[config.mk]
export PLATFORM = sky130hd
export DESIGN_NAME = apb_regfile_err
export DESIGN_NICKNAME = d
export VERILOG_FILES = /design/src/rtl/apb_regfile_err.sv
export SDC_FILE = /design/constraint.sdc
export NUM_CORES = 1
export LEC_CHECK = 0
export ABC_AREA = 1
export BUFFER_PORTS_ARGS = -buffer_cell sky130_fd_sc_hd__buf_2
export CAP_MARGIN = 20
export CORE_MARGIN = 10
export CORE_UTILIZATION = 50
export DETAILED_ROUTE_END_ITERATION = 12
export HOLD_SLACK_MARGIN = 0.15
export PLACE_DENSITY = 0.89
export SYNTH_ARGS = -nofsm -noshare
export SYNTH_HDL_FRONTEND = slang
export SYNTH_SLANG_ARGS = --single-unit
[constraint.sdc]
create_clock -name pclk -period 2.9 [get_ports pclk]
set_input_delay 0.87 -clock pclk [delete_from_list [all_inputs] [get_ports pclk]]
set_output_delay 0.87 -clock pclk [all_outputs]
set_load 0.05 [all_outputs]
[src/rtl/apb_regfile_err.sv]
module apb_regfile_err #(
  parameter int ADDR_W       = 12,
  parameter int DATA_W       = 32,
  parameter bit APB4         = 1'b1,
  parameter bit ERR_BAD_ADDR = 1'b1,
  parameter bit ERR_BAD_DIR  = 1'b1
) (
  input  logic                pclk,
  input  logic                presetn,
  input  logic                psel,
  input  logic                penable,
  input  logic                pwrite,
  input  logic [ADDR_W-1:0]   paddr,
  input  logic [DATA_W-1:0]   pwdata,
  input  logic [DATA_W/8-1:0] pstrb,
  input  logic [2:0]          pprot,
  output logic [DATA_W-1:0]   prdata,
  output logic                pready,
  output logic                pslverr,
  input  logic [DATA_W-1:0]   hw_status,
  output logic [DATA_W-1:0]   ctrl_q,
  output logic [DATA_W-1:0]   cmd_q,
  output logic                cmd_strobe
);
  localparam int LANES = DATA_W / 8;

  logic              access, mapped, is_ro, is_wo, bad_addr, bad_dir, err, wr_ok;
  logic [1:0]        idx;
  logic [DATA_W-1:0] scratch_q, lane_mask, rd_word;

  assign access   = psel & penable;
  assign idx      = paddr[3:2];
  assign mapped   = (paddr[ADDR_W-1:4] == '0);
  assign is_ro    = (idx == 2'd2);
  assign is_wo    = (idx == 2'd3);
  assign bad_addr = ERR_BAD_ADDR & ~mapped;
  assign bad_dir  = ERR_BAD_DIR & mapped & ((pwrite & is_ro) | (~pwrite & is_wo));
  assign err      = APB4 & access & (bad_addr | bad_dir);
  assign wr_ok    = access & pwrite & mapped & ~err;

  assign pready  = access;
  assign pslverr = err;

  for (genvar k = 0; k < LANES; k++) begin : g_lane
    assign lane_mask[8*k +: 8] = (APB4 ? pstrb[k] : 1'b1) ? 8'hFF : 8'h00;
  end

  always_comb begin
    case (idx)
      2'd0:    rd_word = ctrl_q;
      2'd1:    rd_word = scratch_q;
      2'd2:    rd_word = hw_status;
      default: rd_word = '0;
    endcase
  end

  assign prdata = (access & ~pwrite & mapped & ~err) ? rd_word : '0;

  always_ff @(posedge pclk or negedge presetn) begin
    if (!presetn) begin
      ctrl_q     <= '0;
      scratch_q  <= '0;
      cmd_q      <= '0;
      cmd_strobe <= 1'b0;
    end else begin
      cmd_strobe <= wr_ok & is_wo;
      if (wr_ok) begin
        case (idx)
          2'd0:    ctrl_q    <= (ctrl_q & ~lane_mask) | (pwdata & lane_mask);
          2'd1:    scratch_q <= (scratch_q & ~lane_mask) | (pwdata & lane_mask);
          2'd3:    cmd_q     <= pwdata;
          default: ;
        endcase
      end
    end
  end

  logic unused_ok;
  assign unused_ok = ^{pprot, paddr[1:0], pstrb};
endmodule


# == After elaboration in Yosys (flattened, before gate mapping) ==
# Cells that the tools add are included.
# totals
register_bits,97
latchBits,0
mem_bits_rw,0
rom_bits,0
inputBits,88
out_inout_bits,99
wordCells,41
n_memories,0
# classes
addsub,0
mul,0
div_mod_pow,0
order_cmp,0
eq_ne,3
shift,0
muxes,6
bitwise,23
reduce_logical,5
# op_table
cell,count
$and 32x32->32,3
$pmux 32 s3,1
$or 32x32->32,2
$mux 32,1
$mux 8,4
$not 32->32,1
$and 1x1->1,12
$logic_not 8->1,1
$reduce_and 2->1,3
$eq 2x2->1 const B,2
$not 1->1,3
$eq 2x1->1 const B,1
$logic_not 2->1,1
$or 1x1->1,2

# == Longest topological paths before layout ==
# depth
word_depth,9
depth_mapped,10
mapped_depth_nobuf,8

# == Worst setup path before layout ==
# No wires, ideal clock.
# synth_path
path_kind,in2out
from,in psel
to,out prdata[25]
t_arrival_ps,2526
required_time_ps,2030
setup_slack_ps,-496
stages,5
n_path_buf,1
cell_sequence,nand2_1 > inv_1 > nand4_1 > buf_2 > a31oi_1
# synth_between
elab_chain_len,5
word_cells_on_any_way,7
classes_between,1 x mux; 6 x bitwise
# synth_rtl
element,line_no,rtl
"start, declared",10,"input logic psel,"
$and 1x1->1 *,31,assign access = psel & penable;
net pready,18,"output logic pready,"
$and 1x1->1 (on tied branches),"57, 38",
$and 1x1->1 / $not 1->1 (equally long branches),57,assign prdata = (access & ~pwrite & mapped & ~err) ? rd_word : '0;
$and 1x1->1 *,57,
$mux 32 *,57,
"end, declared",17,"output logic [DATA_W-1:0] prdata,"
# The timed path passes the listed nets; every way through them passes the cells marked *.

# == Worst setup path in the final report ==
# layout_path
from,in paddr[4]
to,out prdata[21]
# layout_between
elab_chain_len,7
word_cells_on_any_way,9
classes_between,1 x mux; 7 x bitwise; 1 x reduce/logical
# layout_rtl
element,line_no,rtl
"start, declared",13,"input logic [ADDR_W-1:0] paddr,"
$logic_not 8->1 *,33,assign mapped = (paddr[ADDR_W-1:4] == '0);
$and 1x1->1 / $not 1->1 (equally long branches),"37, 36",
$or 1x1->1,38,assign err = APB4 & access & (bad_addr | bad_dir);
$and 1x1->1,38,
$not 1->1,57,
$and 1x1->1 *,57,
$mux 32 *,57,
# Mark *: on every way between the ends. The rest lies on a longest branch, timed or not.

==> out/results.tsv <==
metric	value	unit
Worst Skew	0	ps
clk slew on worst S/H paths	80	ps
# setup viols final	29	
Setup TNS	-884	ps
Placer Congestion	0.856	
fin worst setup slack	-44.2	ps
Tot GR Track Use	23.3	%
PwrDens	349	nW/um^2
Syn. warnings	0	
CTS Buffer Depth	2	
# fillers	741	
crit path DAT	2070	ps
CTS hold repair buffers	0	
cells after synthesis	649	
H-tree levels	3	
met1 Usage GRT	27.2	%
commonest non-fill, non-tap cell in the layout	nand2_1	
vias	5191	
row cnt	36	
Detailed Place HPWL	12300	um
largest cells by area after synthesis	dfrtp_1 48%, nand2_1 18%, o21bai_1 9.4%	
net count after synthesis	737	
crit path max fanout	6	
register area share after synthesis	47.7	%
via/cell ratio	5.30	
Starting DRT DRC Count	381	
Worst Tran Pin Value	667	ps
Slew Limit Fails	0	
maximum clock rate	0.340	GHz
Slowest cell on crit path	buf_4	
RSZ-0062 raised after global routing	yes	
Final Hold Fails	0	
worst endpoint required time	2030	ps
failing checks	setup timing	
first-pass GRT wire length	27500	um
CP endpoint kind	output port	
max_cap viols	0	
core area	9860	um^2
wirelength, routed	17600	um
most frequent cells in the layout	245 x nand2_1, 141 x buf_2, 97 x dfrtp_1	
Synth top area share	47.7	%
Synth cell types	22	
peak supply drop	0.262	mV
IO Port Bufs	181	
synthesis-to-layout area growth	43.9	%
biggest area consumer among synthesized cells	dfrtp_1	
Final Cycle Share	102	%
root buffer cell	clkbuf_8	
First-pass DRT Iterations	5	
Period minus WS final	2940	ps
initial antenna violation count	2	
met2 Track Usage GR	39.9	%
critical-path cell list	buf_6, nor2_4, nand2_2, nor2_4, nand4_1, buf_4, buf_12, buf_6, nor2_4, buf_8	
gr ovfl total	0	
CP max stage delay	190	ps
CTS Sinks	97	
Num CTS Buffers	9	
Rel. slew slack	55.4	%
CTS tree	done	
met3 GRT Util	7.03	%
DIE AREA	14600	um^2
min-delay worst type	flop to flop	
antenna-violating nets left	0	
largest net degree at the start of global routing	47	
status	complete, but fails checks	
critical setup path kind	primary input to output port	
Nets	928	
Synth Area per Inst	7.84	um^2
Post-Synthesis Cell Area	5090	um^2
Critical Path Start Type	primary input	
clock latency on the worst-skew pair	360	ps
worst slack, placed	-294	ps
leakage	3.65	nW
Initial Utilization	51.6	%
layout cells sized above 1	34.9	%
CP most frequent cell	nor2_4	
chip height	121	um
vias in the first global route	5354	
register-to-register setup slack	2130	ps
Wirelength per Cell	18.0	um
IO Pins	187	
layer with the highest usage	met2	
Yosys reg bits	97	
Die X	121	um
Residual DRC	0	
final hold slack	481	ps
==> worst max-delay path: cells and delay by family <==
kind,cells,cell delay (ps)
simple gates,5,510
buf+inv,5,680
==> routing by layer <==
metal / routed length [um] / vias to the layer above
met3: 1470 / 28
met2: 8890 / 203
li1: - / 2441
met1: 6940 / 2517
met5: 13 / -
met4: 279 / 2
==> cell usage after synthesis <==
cell      number
nand2_1      248
dfrtp_1       97
inv_1         71
nand3_1       64
o21bai_1      64
a31oi_1       26
clkbuf_1      18
buf_2         14
nor2_1        10
buf_6          6
inv_2          5
a21oi_1        4
buf_4          4
nor2_4         4
a221oi_1       3
a22oi_1        3
nand4_2        2
nor2_2         2
nand2_4        1
nand3_4        1
nand4_1        1
nand4_4        1
==> where the power goes <==
group	switching [mW]	internal [mW]
Clock	0.467	0.422
Sequential	0.00248	1.36
Combinational	0.208	0.102
Total	0.677	1.88
==> cells by family after synthesis <==
group                  count (synthesis)  synth area share (%)
DFF                                   97                  47.7
buffers and inverters                118                  10.2
and+or+nand+nor                      334                  28.1
AOI/OAI and AO/OA                    100                  14.0
==> per-stage QoR <==
stage	total power, mW	cells	util [%]	cell area, um^2
floorplan	1.52	649	-	5550
global placement	1.67	959	67.9	6700
detailed placement	1.68	959	67.9	6700
CTS	2.55	977	73.5	7250
global route	2.64	979	74.2	7320
finish	2.56	979	74.2	7320
==> final timing paths <==
check / from / cells after the start / end
worst min register to register: cmd_q[13]$_DFFE_PN0P_ / 2 / cmd_q[13]$_DFFE_PN0P_
max in group asynchronous: presetn / 2 / cmd_q[28]$_DFFE_PN0P_
worst max register to register: flop / 3 / flop
worst min-delay path: cmd_q[13]$_DFFE_PN0P_ / 2 / cmd_q[13]$_DFFE_PN0P_
min in group asynchronous: presetn / 1 / asynchronous set/reset pin
worst max-delay path: paddr[4] / 10 / prdata[21]
==> layout make-up <==
cell class                      instances  area, um^2  share of cell area [%]
Antenna cell                            1        2.50                  0.0342
Tap cell                              133         166                    2.27
Clock inverter                          3        40.0                   0.547
Sequential cell                        97        2430                    33.1
Multi-Input combinational cell        434        2640                    36.1
Inverter                               76         289                    3.95
Timing Repair Buffer                  222        1610                    21.9
Clock buffer                           13         149                    2.03
==> repair_timing <==
action / 4_1_cts / 5_1_grt
endpoints found under the setup margin: 33 / 33
pin swaps: 7 / 4
buffers inserted: 2 / 0
cloned: 0 / 1
gates resized for setup: 96 / 12
Power figures use the tool's default switching activity.
